<file path="config.mk">
export PLATFORM = sky130hd
export DESIGN_NAME = spinlock_tgen
export DESIGN_NICKNAME = d
export VERILOG_FILES = /design/src/rtl/spinlock_tgen.sv
export SDC_FILE = /design/constraint.sdc
export NUM_CORES = 1
export LEC_CHECK = 0
export BUFFER_PORTS_ARGS = -buffer_cell sky130_fd_sc_hd__buf_4
export CORE_MARGIN = 2
export CORE_UTILIZATION = 47
export CTS_CLUSTER_SIZE = 28
export DETAILED_ROUTE_END_ITERATION = 6
export PLACE_DENSITY = 0.82
export SYNTH_ARGS = -nofsm -noshare
export SYNTH_HDL_FRONTEND = slang
export SYNTH_SLANG_ARGS = --single-unit
</file>
<file path="constraint.sdc">
create_clock -name clk -period 3.2 [get_ports clk]
set_input_delay 0.64 -clock clk [delete_from_list [all_inputs] [get_ports clk]]
set_output_delay 0.64 -clock clk [all_outputs]
set_load 0.005 [all_outputs]
</file>
<file path="src/rtl/spinlock_tgen.sv">
module spinlock_tgen #(
  parameter int               ADDR_W       = 32,
  parameter logic [ADDR_W-1:0] LOCK_BASE   = 'h1000,
  parameter int               LINE_BYTES   = 64,
  parameter int               NUM_LOCKS    = 4,
  parameter logic [15:0]      LFSR_SEED    = 16'hACE1,
  parameter logic [7:0]       LOCKED_VAL   = 8'h01,
  parameter logic [7:0]       UNLOCKED_VAL = 8'h00,
  parameter int               ITER_W       = 16,
  parameter int               LAT_W        = 16
) (
  input  logic              clk,
  input  logic              rst_n,
  input  logic [15:0]       cfg_think,
  input  logic [15:0]       cfg_wait,
  input  logic [15:0]       cfg_hold,
  input  logic [ITER_W-1:0] cfg_iters,
  output logic              req_valid,
  input  logic              req_ready,
  output logic [1:0]        req_op,
  output logic [ADDR_W-1:0] req_addr,
  output logic [7:0]        req_wdata,
  input  logic              rsp_valid,
  input  logic [ADDR_W-1:0] rsp_addr,
  input  logic [7:0]        rsp_data,
  output logic              test_lat_vld,
  output logic              swap_lat_vld,
  output logic              rel_lat_vld,
  output logic [LAT_W-1:0]  lat_cycles,
  output logic              done,
  output logic              err
);

  typedef enum logic [2:0] {
    S_THINK, S_TEST_PEND, S_PRE_SWAP, S_SWAP_PEND, S_HOLD, S_REL_PEND, S_DONE
  } state_t;

  localparam logic [1:0] OP_RD   = 2'd1;
  localparam logic [1:0] OP_SWAP = 2'd2;
  localparam logic [1:0] OP_WR   = 2'd3;

  state_t             state;
  logic [15:0]        dly;
  logic [15:0]        lfsr;
  logic [ITER_W-1:0]  iter;
  logic [LAT_W-1:0]   lat;
  logic [ADDR_W-1:0]  lock_addr;
  logic [ITER_W-1:0]  iter_inc;
  logic               waiting, pending, rsp_locked, more_iters;

  assign waiting    = (state == S_THINK) || (state == S_PRE_SWAP) || (state == S_HOLD);
  assign pending    = (state == S_TEST_PEND) || (state == S_SWAP_PEND) || (state == S_REL_PEND);
  assign rsp_locked = (rsp_data == LOCKED_VAL);
  assign iter_inc   = iter + ITER_W'(1);
  assign more_iters = (iter_inc < cfg_iters);
  assign lock_addr  = LOCK_BASE + ADDR_W'(lfsr % 16'(NUM_LOCKS)) * ADDR_W'(LINE_BYTES);

  assign req_valid = waiting && (dly == 16'd0);
  assign req_addr  = lock_addr;
  assign done      = (state == S_DONE);

  always_comb begin
    case (state)
      S_THINK:    begin req_op = OP_RD;   req_wdata = 8'h00;        end
      S_PRE_SWAP: begin req_op = OP_SWAP; req_wdata = LOCKED_VAL;   end
      S_HOLD:     begin req_op = OP_WR;   req_wdata = UNLOCKED_VAL; end
      default:    begin req_op = 2'd0;    req_wdata = 8'h00;        end
    endcase
  end

  always_ff @(posedge clk or negedge rst_n) begin
    if (!rst_n) begin
      state        <= S_THINK;
      dly          <= 16'd0;
      lfsr         <= LFSR_SEED;
      iter         <= '0;
      lat          <= '0;
      lat_cycles   <= '0;
      test_lat_vld <= 1'b0;
      swap_lat_vld <= 1'b0;
      rel_lat_vld  <= 1'b0;
      err          <= 1'b0;
    end else begin
      test_lat_vld <= 1'b0;
      swap_lat_vld <= 1'b0;
      rel_lat_vld  <= 1'b0;
      if (rsp_valid && (!pending || rsp_addr != lock_addr)) err <= 1'b1;

      if (waiting) begin
        if (dly != 16'd0) begin
          dly <= dly - 16'd1;
        end else if (req_ready) begin
          lat <= LAT_W'(1);
          case (state)
            S_THINK:    state <= S_TEST_PEND;
            S_PRE_SWAP: state <= S_SWAP_PEND;
            default:    state <= S_REL_PEND;
          endcase
        end
      end else if (pending) begin
        if (!rsp_valid) begin
          if (lat != '1) lat <= lat + LAT_W'(1);
        end else begin
          lat_cycles <= lat;
          case (state)
            S_TEST_PEND: begin
              dly          <= cfg_wait;
              state        <= rsp_locked ? S_THINK : S_PRE_SWAP;
              test_lat_vld <= !rsp_locked;
            end
            S_SWAP_PEND: begin
              swap_lat_vld <= 1'b1;
              dly          <= rsp_locked ? cfg_wait : cfg_hold;
              state        <= rsp_locked ? S_THINK : S_HOLD;
            end
            default: begin
              rel_lat_vld <= 1'b1;
              iter        <= iter_inc;
              if (more_iters) begin
                state <= S_THINK;
                dly   <= cfg_think;
                lfsr  <= {lfsr[14:0], lfsr[15] ^ lfsr[13] ^ lfsr[12] ^ lfsr[10]};
              end else begin
                state <= S_DONE;
              end
            end
          endcase
        end
      end
    end
  end

endmodule

</file>
==> impl_metrics.yaml, run 1 <==
clock_network:
  cts_tree: "done"
  htree_levels: 3
  clock_insertion_delay_worst_skew_ns: 0.34
  clock_tree.buffer_depth: 2
  cts.sink_count: 87
  tritoncts.num_buffers: 9
  cts.reportedPaths.clkPinSlew_ns: 0.07
  cts.hold.buffers_added: 0
  root_buffer: "sky130_fd_sc_hd__clkbuf_16"
power:
  power.share.combinational_pct: 31.2
  power.leakage_uw: 0.00364
  power.ir.vdd_worst_mv: 0.321
  power.share.clock_pct: 27.3
  power.switching_uw: 1250
  pwr-share-seq_pct: 41.5
  power_density_nw_per_um2: 495
  cell_internal_power_uw: 2360
  switching_share_pct: 34.6
global_route:
  grt_start_max_net_pins: 88
  via_count_of_the_first_global_routing_pass: 5215
  all_layer_global_routing_usage_pct: 22.8
  grt_pass1_wl_mm: 24.0
  antenna_found_initial: 0
  overall_overflow_remaining_after_global_route: 0
sta:
  tightest_slew_ns: 1.10
  final.min_clock_period_ns: 3.24
  fmax_mhz: 308
  timing_hold_violations_final: 0
  post-route-period-util_pct: 101
  rsz_0062_raised_after_global_routing: "yes"
  setup_slack_of_the_critical_path_after_layout_ns: -0.0449
  finalMaxSlewViolations: 0
  setup-violations-final: 8
  fin_hold_ws_ns: 0.469
  finalClockSkew_ns: 0.00699
  slew_headroom_pct: 26.5
synth:
  synth.top_cells.by_area: "sky130_fd_sc_hd__dfrtp_1 (35%), sky130_fd_sc_hd__buf_4 (5.3%), sky130_fd_sc_hd__mux2_2 (4.2%), sky130_fd_sc_hd__xor2_1 (4.0%), sky130_fd_sc_hd__ha_1 (4.0%)"
  ys_dominant_reg_cell: "sky130_fd_sc_hd__dfrtp_1"
  synth.avg_cell_area_um2: 9.31
  synth_sequential_area_ratio_pct: 38.8
  number_of_enable_type_register_cells_in_the_synthesized_netlist: 0
  synthDistinctLibCells: 67
  synth_async_sr_flop_share_pct: 100
  synth_top_area_share_pct: 35.1
  yosysTopAreaCell: "sky130_fd_sc_hd__dfrtp_1"
  yosys_warnings: 0
  post_synth_inst_count: 605
  syn-cell-area_um2: 5630
  synth-seq-cells: 87
worst_setup_path:
  cp_data_arrival_time_ns: 3.45
  timing.critical_path.required_ns: 3.41
  crit_path_start_kind: "flip-flop"
  crit_path_start: "iter[0]"
  worstSetupPathType: "reg -> reg"
  reg2reg_launch_point: "iter[0]"
  critical_path.endpoint_type: "flip-flop"
  critical_path_peak_fanout: 8
finish:
  final_layout_size_suffix_gt1_share_pct: 34.8
  antennaDiodeCount: 0
  layout-area-overhead-vs-synth_pct: 29.4
  utilization_pct: 63.1
  final_net_count: 886
route:
  drc_errors: 0
  drt_iter0_drc: 335
  drt_first_pass_iters: 5
  avgViaCountPerCell: 5.76
  drt.antenna.violating_nets: 0
  wl_per_cell_um: 16.9
  drt-total-wl_mm: 15.3
  dr_total_vias: 5234
flow_run:
  cap_viol_max_count: 0
die:
  row_count: 39
  die-width_um: 113
  die_height_um: 113
  initial_utilization_pct: 48.7
  num_io_pins: 172
  core-area_um2: 11600
  die_area_um2: 12900
place:
  post-dp-hpwl_mm: 11.2
  place.port_buffers: 134
  final_estimated_routing_congestion_in_global_placement: 0.917
run_status:
  status: "finished, violations left"
  failed_checks: "negative setup slack"
min_path:
  min_path_type: "in -> async"
==> registers in the layout (all words and copies together) (netlist names) <==
signal and flops:
dly 16, err 1, iter 16, lat 16, lat_cycles 16, lfsr 16, rel_lat_vld 1, state 3
swap_lat_vld 1, test_lat_vld 1
==> stage by stage <==
stage,instance area [µm²],std cells,setup slack (ns),power [µW],TNS (ns)
3_3_place_gp,6860,887,0.00370,2540,0
2_1_floorplan,5800,640,0.0269,2180,0
6_report,7290,908,-0.0449,3610,-0.164
3_5_place_dp,6860,887,-0.179,2600,-1.25
4_1_cts,7150,903,0.00788,3600,0
5_1_grt,7290,908,-0.209,3830,-3.68
==> critical path, cell delays in order (launching register included) <==
cell                       delay, ns
sky130_fd_sc_hd__dfrtp_1        0.39
sky130_fd_sc_hd__nand2_1        0.11
sky130_fd_sc_hd__nor3_2         0.21
sky130_fd_sc_hd__nand3_1        0.12
sky130_fd_sc_hd__or2_4          0.28
sky130_fd_sc_hd__nor2_4         0.09
sky130_fd_sc_hd__xor2_1         0.08
sky130_fd_sc_hd__ha_1           0.35
sky130_fd_sc_hd__nand4_1        0.23
sky130_fd_sc_hd__a211oi_2       0.31
sky130_fd_sc_hd__a32oi_2        0.19
sky130_fd_sc_hd__and2_4         0.19
sky130_fd_sc_hd__nand2_4        0.09
sky130_fd_sc_hd__buf_12         0.13
sky130_fd_sc_hd__mux2_1         0.34
==> layout make-up <==
| type | count | area [µm²] |
|---|---|---|
| multi-input cells | 463 | 3210 |
| well taps | 143 | 179 |
| clock inverters | 7 | 55.1 |
| clock buffers | 9 | 225 |
| inverters | 26 | 97.6 |
| fillers | 900 | 4270 |
| flip-flops and latches | 87 | 2190 |
| repair buffers | 173 | 1340 |
==> path summary, 6_finish.rpt <==
path                                  to  slack, ns  cells past startpoint
setup / recovery                 lfsr[9]      -0.04                     14
hold / removal             lat_cycles[3]       0.47                      1
setup reg to reg                 lfsr[9]      -0.04                     14
hold reg to reg                      err       0.47                      1
max in group asynchronous        dly[12]       1.98                      1
min in group clk                     err       0.47                      1
==> Yosys cell counts, types with 3 or more instances <==
cell type                  count
sky130_fd_sc_hd__a211oi_1      4
sky130_fd_sc_hd__a21boi_0     14
sky130_fd_sc_hd__a21o_1        5
sky130_fd_sc_hd__a21oi_1      43
sky130_fd_sc_hd__a221o_1       4
sky130_fd_sc_hd__a221oi_1     10
sky130_fd_sc_hd__a31o_2        4
sky130_fd_sc_hd__a31oi_1      11
sky130_fd_sc_hd__and2_1        3
sky130_fd_sc_hd__and3_1        4
sky130_fd_sc_hd__buf_2         5
sky130_fd_sc_hd__buf_4        40
sky130_fd_sc_hd__clkbuf_1     17
sky130_fd_sc_hd__dfrtp_1      79
sky130_fd_sc_hd__dfstp_2       8
sky130_fd_sc_hd__ha_1         18
sky130_fd_sc_hd__inv_1        24
sky130_fd_sc_hd__mux2_1       14
sky130_fd_sc_hd__mux2_2       21
sky130_fd_sc_hd__nand2_1      40
sky130_fd_sc_hd__nand2_2       4
sky130_fd_sc_hd__nand2b_1      5
sky130_fd_sc_hd__nand3_1      21
sky130_fd_sc_hd__nand4_1      16
sky130_fd_sc_hd__nor2_1       37
sky130_fd_sc_hd__nor3_1       13
sky130_fd_sc_hd__nor4_1       11
sky130_fd_sc_hd__o21ai_0      33
sky130_fd_sc_hd__o21ai_1       3
sky130_fd_sc_hd__o31ai_1       3
sky130_fd_sc_hd__or3_1         3
sky130_fd_sc_hd__or4_1         3
sky130_fd_sc_hd__xnor2_1      17
sky130_fd_sc_hd__xor2_1       26
==> kinds of logic (layout without fill, tap and decap cells) <==
logic type                 count (synthesis)  after routing  share of synthesized area [%]
AOI/OAI and AO/OA                        154            154                           18.1
xor gates and xnor gates                  43             43                           6.68
adders and majority gates                 18             18                           4.00
buffers and inverters                     90            215                           8.77
DFF                                       87             87                           38.8
muxes                                     35             35                           7.00
other                                      2             37                          0.133
and+or+nand+nor                          176            176                           16.5
==> routing by layer <==
metal  vias up  share of wire (%)  global-route usage (%)
met1      2528                 40                    27.9
met3        29                6.3                    3.67
met5         -                  0                       0
met4         0                2.0                    7.97
met2       252                 52                    41.0
li1       2425                  -                       -
==> power groups by stage <==
stage	clock [µW]	combinational, µW	sequential (µW)
finish	986	1130	1500
global route	1050	1250	1530
CTS	1000	1100	1490
detailed placement	0	1090	1510
global placement	0	1050	1490
floorplan	0	740	1440
==> cell usage in the layout, fill, tap and decap left out, types with 18 or more instances in the layout <==
cell type	Yosys	layout
sky130_fd_sc_hd__buf_4	40	169
sky130_fd_sc_hd__dfrtp_1	79	79
sky130_fd_sc_hd__a21oi_1	43	42
sky130_fd_sc_hd__nand2_1	40	38
sky130_fd_sc_hd__conb_1	2	37
sky130_fd_sc_hd__nor2_1	37	33
sky130_fd_sc_hd__o21ai_0	33	33
sky130_fd_sc_hd__xor2_1	26	26
sky130_fd_sc_hd__inv_1	24	24
sky130_fd_sc_hd__mux2_2	21	21
sky130_fd_sc_hd__nand3_1	21	18
sky130_fd_sc_hd__ha_1	18	18
==> timing repair <==
item,CTS,global route
endpoints found under the hold margin,0,0
endpoints found under the setup margin,26,34
resized for setup,3,24
setup buffers,0,4
pin swaps,2,18
gates cloned,0,1
Power figures use the tool's default switching activity.
==> run 2, diff against run 1 <==
- BUFFER_PORTS_ARGS: -buffer_cell sky130_fd_sc_hd__buf_4 -> not set
- CORE_UTILIZATION: 47 -> 55
- DONT_BUFFER_PORTS: not set -> 1
- PLACE_DENSITY: 0.82 -> 0.78
==> run 2 against run 1 <==
Compared with the run above: the run now ends clean; register-to-register slack better by 0.17 ns; first-iteration DRC count increased by 27%; worst setup slack better by 0.17 ns; maximum frequency grew 5.4%; non-clock buffer count is 139 lower; combinational power is 19% lower; clock skew rose by 0.0090 ns; critical path type unchanged; largest power group unchanged; highest routed layer unchanged.
==> impl_metrics.yaml, run 2 (same netlist as run 1, synthesis figures left out) <==
run_status:
  status: "complete, no violations"
finish:
  layout-area-overhead-vs-synth_pct: 8.46
  finish.instance_area_um2: 6110
  leading_cell_type_in_the_layout_fill_and_taps_excluded: "sky130_fd_sc_hd__dfrtp_1"
  final_net_count: 747
  layout.cells.non_filler: 759
  antennaDiodeCount: 0
  multi_input_gate_area_in_the_final_layout_um2: 3180
  sequential_cell_area_um2: 2190
  final_layout_size_suffix_gt1_share_pct: 18.7
  fillCellCount: 816
  final_cell_mix: "sky130_fd_sc_hd__dfrtp_1 (79), sky130_fd_sc_hd__a21oi_1 (41), sky130_fd_sc_hd__nand2_1 (39)"
route:
  drt-total-wl_mm: 13.4
  drt_iter0_drc: 427
  drt_first_pass_iters: 5
  avgViaCountPerCell: 6.00
  dr_total_vias: 4554
  drt.antenna.violating_nets: 0
  drc_errors: 0
  wl_per_cell_um: 17.6
clock_network:
  cts_tree: "done"
  cts.sink_count: 87
  htree_levels: 3
  clock_tree.buffer_depth: 2
  clock_insertion_delay_worst_skew_ns: 0.38
  root_buffer: "sky130_fd_sc_hd__clkbuf_8"
  cts.reportedPaths.clkPinSlew_ns: 0.09
  tritoncts.num_buffers: 9
sta:
  timing_hold_violations_final: 0
  slew_headroom_pct: 33.7
  tightest_slew_ns: 0.990
  finalMaxSlewViolations: 0
  fmax_mhz: 325
  setup_total_negative_slack_ns: 0
  rsz_0062_raised_after_global_routing: "yes"
  setup-violations-final: 0
  setup_slack_of_the_critical_path_after_layout_ns: 0.122
  post-route-period-util_pct: 96.2
  finalClockSkew_ns: 0.0160
  final.min_clock_period_ns: 3.08
worst_setup_path:
  critical_path.cell_chain: "nand2_2, nor3_2, nand3_1, or2_4, nor2_4, xor2_1, ha_1, nand4_1, a211oi_2, a32oi_2, and2_4, nand2_4, clkbuf_16, mux2_1"
  critPathBufInv: 1
  delay_of_the_slowest_cell_on_the_worst_path_ns: 0.42
  critical_path_peak_fanout: 8
  timing.critical_path.required_ns: 3.50
  crit_path_start_kind: "flip-flop"
  cp_data_arrival_time_ns: 3.38
  worstSetupPathType: "reg -> reg"
  critPathTopFamily: "simple AND/OR/NAND/NOR gates"
  critical_path.endpoint_type: "flip-flop"
  critical_path.slowest_cell: "sky130_fd_sc_hd__dfrtp_1"
  reg2reg_launch_point: "iter[1]"
  crit_path_start: "iter[1]"
power:
  pwr-share-seq_pct: 47.7
  power.share.combinational_pct: 29.2
  power.switching_uw: 1170
  power_density_nw_per_um2: 512
  switching_share_pct: 37.3
  power.ir.vdd_worst_mv: 0.368
  power.share.clock_pct: 23.1
  cell_internal_power_uw: 1960
  power.leakage_uw: 0.00288
place:
  post-dp-hpwl_mm: 9.94
  preCtsSetupSlack_ns: -0.150
  final_estimated_routing_congestion_in_global_placement: 0.876
  place.port_buffers: 0
  placed_cells_incl_taps: 738
  dpl-instance-area_um2: 5800
die:
  die_height_um: 105
  die-width_um: 105
  die_area_um2: 11100
  initial_utilization_pct: 57.1
  row_count: 36
  core-area_um2: 9860
  num_io_pins: 172
global_route:
  via_count_of_the_first_global_routing_pass: 4359
  grt_pass1_wl_mm: 21.3
  grt_start_max_net_pins: 80
  all_layer_global_routing_usage_pct: 24.1
  overall_overflow_remaining_after_global_route: 0
  antenna_found_initial: 0
flow_run:
  cap_viol_max_count: 0
min_path:
  min_path_type: "in -> async"
==> run 2: cell count changes in the layout (fill, tap and decap cells not counted), moves of 2 or more <==
| cell | delta |
|---|---|
| sky130_fd_sc_hd__buf_4 | -138 |
| sky130_fd_sc_hd__mux2_4 | -8 |
| sky130_fd_sc_hd__mux2_1 | +8 |
| sky130_fd_sc_hd__clkbuf_8 | +9 |
| sky130_fd_sc_hd__buf_6 | -2 |
| sky130_fd_sc_hd__clkbuf_16 | -9 |
==> run 2: area by class of cell <==
class / count / area share (%)
multi-input combinational: 463 / 52.0
timing repair buffer: 34 / 5.00
sequential: 87 / 35.8
inverter: 26 / 1.60
clock inverter: 7 / 0.901
clock buffer: 9 / 2.03
tap: 133 / 2.72
==> run 2: path summary, 6_finish.rpt <==
check	to	slack (ns)	cells past startpoint
worst max-delay path	lfsr[6]	0.12	14
worst min-delay path	lfsr[6]	0.1	0
worst max register to register	lfsr[6]	0.12	14
worst min register to register	iter[15]	0.49	1
max in group asynchronous	lat[5]	2.72	1
min in group clk	err	0.38	1
==> run 2: through the flow <==
stage	power [µW]	hold slack, ns	utilization (%)
final	3130	0.0987	61.9
after CTS	3130	0.0852	61.1
after global routing	3320	0.0671	61.9
after floorplan	2180	0.344	-
after global placement	2320	0.348	58.8
after detailed placement	2380	0.348	58.8
==> run 2: what timing repair did <==
item	in CTS	in global routing
resized for setup	5	10
pin swaps	0	11
cloned	0	1
hold endpoints to repair	79	0
endpoints found under the setup margin	28	32
buffers inserted	0	3
hold buffers	1	0
==> run 2: routing by layer <==
metal / GRT usage [%] / share of wire [%]
met2: 40.5 / 50
met4: 7.43 / 1.7
met1: 30.1 / 40
met5: 0 / 0
met3: 6.93 / 7.7
==> run 2: power groups by stage <==
stage | sequential, µW | clock (µW) | combinational (µW)
detailed placement | 1510 | 0 | 873
global route | 1520 | 786 | 1020
CTS | 1490 | 739 | 904
floorplan | 1440 | 0 | 740
global placement | 1490 | 0 | 831
finish | 1490 | 723 | 911
==> run 3, diff against run 2 <==
- GPL_ROUTABILITY_DRIVEN: not set -> 0
- MAX_ROUTING_LAYER: not set -> met4
==> run 3 against run 2 <==
Compared with the run above: critical path depth stayed put; worst setup slack worse by 0.066 ns; sequential power hardly changed; total power is 3.1% higher; routed wire length is 3.1% higher; register-to-register slack worse by 0.07 ns; flip-flop and latch count stayed put; die area stayed put; cell area is 1.4% higher; clock power is 12% higher; critical endpoint is now lfsr[5]; largest cell class unchanged; clock skew is 0.0033 ns lower.
==> impl_metrics.yaml, run 3 (same netlist as run 1, synthesis figures left out) <==
place:
  post-dp-hpwl_mm: 9.92
  dpl-instance-area_um2: 5800
  placed_cells_incl_taps: 738
  preCtsSetupSlack_ns: -0.0727
  place.port_buffers: 0
finish:
  antennaDiodeCount: 0
  leading_cell_type_in_the_layout_fill_and_taps_excluded: "sky130_fd_sc_hd__dfrtp_1"
  finish.instance_area_um2: 6200
  final_layout_size_suffix_gt1_share_pct: 19.7
  layout.cells.non_filler: 761
  layout-area-overhead-vs-synth_pct: 9.97
  final_net_count: 749
  final_cell_mix: "sky130_fd_sc_hd__dfrtp_1 (77), sky130_fd_sc_hd__a21oi_1 (41), sky130_fd_sc_hd__nand2_1 (39)"
sta:
  final.min_clock_period_ns: 3.14
  tightest_slew_ns: 1.01
  post-route-period-util_pct: 98.2
  finalClockSkew_ns: 0.0126
  rsz_0062_raised_after_global_routing: "yes"
  timing_hold_violations_final: 0
  setup_total_negative_slack_ns: 0
  fin_hold_ws_ns: 0.113
  setup_slack_of_the_critical_path_after_layout_ns: 0.0562
  slew_headroom_pct: 32.7
  fmax_mhz: 318
  finalMaxSlewViolations: 0
  setup-violations-final: 0
clock_network:
  root_buffer: "sky130_fd_sc_hd__clkbuf_8"
  cts.sink_count: 87
  tritoncts.num_buffers: 9
  cts_tree: "done"
  htree_levels: 3
  cts.reportedPaths.clkPinSlew_ns: 0.09
  clock_insertion_delay_worst_skew_ns: 0.36
  clock_tree.buffer_depth: 2
power:
  power.ir.vdd_worst_mv: 0.365
  power_density_nw_per_um2: 520
  switching_share_pct: 36.4
  cell_internal_power_uw: 2050
  power.switching_uw: 1170
  power.share.combinational_pct: 28.5
  power.leakage_uw: 0.00292
  pwr-share-seq_pct: 46.5
  power.share.clock_pct: 25.0
die:
  die-width_um: 105
  row_count: 36
  num_io_pins: 172
  initial_utilization_pct: 57.1
  core-area_um2: 9860
  die_area_um2: 11100
  die_height_um: 105
route:
  drc_errors: 0
  drt-total-wl_mm: 13.8
  avgViaCountPerCell: 6.11
  drt.antenna.violating_nets: 0
  drt_iter0_drc: 499
  dr_total_vias: 4647
  drt_first_pass_iters: 5
  wl_per_cell_um: 18.1
global_route:
  overall_overflow_remaining_after_global_route: 0
  all_layer_global_routing_usage_pct: 25.0
  grt_pass1_wl_mm: 21.7
  antenna_found_initial: 0
  via_count_of_the_first_global_routing_pass: 4512
  grt_start_max_net_pins: 80
worst_setup_path:
  crit_path_start_kind: "flip-flop"
  cp_data_arrival_time_ns: 3.42
  critical_path_peak_fanout: 8
  timing.critical_path.required_ns: 3.48
  worstSetupPathType: "reg -> reg"
  critical_path.endpoint_type: "flip-flop"
run_status:
  status: "complete, no violations"
flow_run:
  cap_viol_max_count: 0
min_path:
  min_path_type: "in -> async"
run 3: cell types whose count changed in the layout (fill, tap and decap cells not counted), sizes merged:
cell,change
buf,+2
bufinv,+1
clkinv,-2
inv,+1
run 3: worst paths after layout:
| path | startpoint | cells after the start | slack, ns | to |
|---|---|---|---|---|
| max in group asynchronous | rst_n | 1 | 2.72 | iter[0] |
| max reg2reg | iter[2] | 14 | 0.06 | lfsr[5] |
| min reg2reg | iter[15] | 1 | 0.50 | iter[15] |
| max | iter[2] | 14 | 0.06 | lfsr[5] |
| min in group clk | rsp_valid | 1 | 0.40 | err |
| min | rst_n | 0 | 0.11 | lfsr[11] |
run 3: timing repair:
item                                   4_1_cts  5_1_grt
pin swaps                                    0       12
setup endpoints to repair                   22       32
endpoints found under the hold margin       79        0
hold buffers                                 1        0
resized for setup                            5       19
setup buffers                                0        5
cloned                                       0        1
run 3: routing by layer:
metal	GRT usage, %	up-vias	share of wire (%)	routed length [µm]
met5	-	-	0	0
met2	41.0	217	49	6810
met4	9.62	0	2.2	301
met3	5.63	25	7.7	1060
met1	30.0	2260	41	5620
li1	-	2145	-	-
run 3: area by class of cell:
| class | count | area [µm²] |
|---|---|---|
| clock inverters | 7 | 86.3 |
| flip-flops and latches | 87 | 2190 |
| well taps | 133 | 166 |
| clock buffers | 9 | 124 |
| fillers | 794 | 3670 |
| repair buffers | 36 | 320 |
| inverters | 26 | 97.6 |
| multi-input cells | 463 | 3210 |
run 3: stage by stage:
stage	power, µW	utilization, %
after floorplan	2180	-
after detailed placement	2390	58.8
after global placement	2320	58.8
final	3220	62.8
after global routing	3420	62.8
after CTS	3220	61.4
run 3: power by group through the flow:
stage	registers, µW	clock network (µW)	logic (µW)
3_3_place_gp	1490	0	830
4_1_cts	1490	821	908
2_1_floorplan	1440	0	740
5_1_grt	1530	867	1030
6_report	1500	807	918
3_5_place_dp	1510	0	877
run 3: worst max-delay path, stage by stage (launching register included):
cell and delay, ns:
sky130_fd_sc_hd__dfrtp_1 0.44, sky130_fd_sc_hd__nand3_2 0.14, sky130_fd_sc_hd__nor3_4 0.16, sky130_fd_sc_hd__nand3_2 0.11, sky130_fd_sc_hd__or2_4 0.29, sky130_fd_sc_hd__buf_4 0.14, sky130_fd_sc_hd__xnor2_1 0.18, sky130_fd_sc_hd__ha_1 0.29
sky130_fd_sc_hd__nand4_1 0.13, sky130_fd_sc_hd__nor2_1 0.07, sky130_fd_sc_hd__a32oi_2 0.29, sky130_fd_sc_hd__and2_4 0.24, sky130_fd_sc_hd__nand2_4 0.07, sky130_fd_sc_hd__clkbuf_16 0.17, sky130_fd_sc_hd__mux2_1 0.34
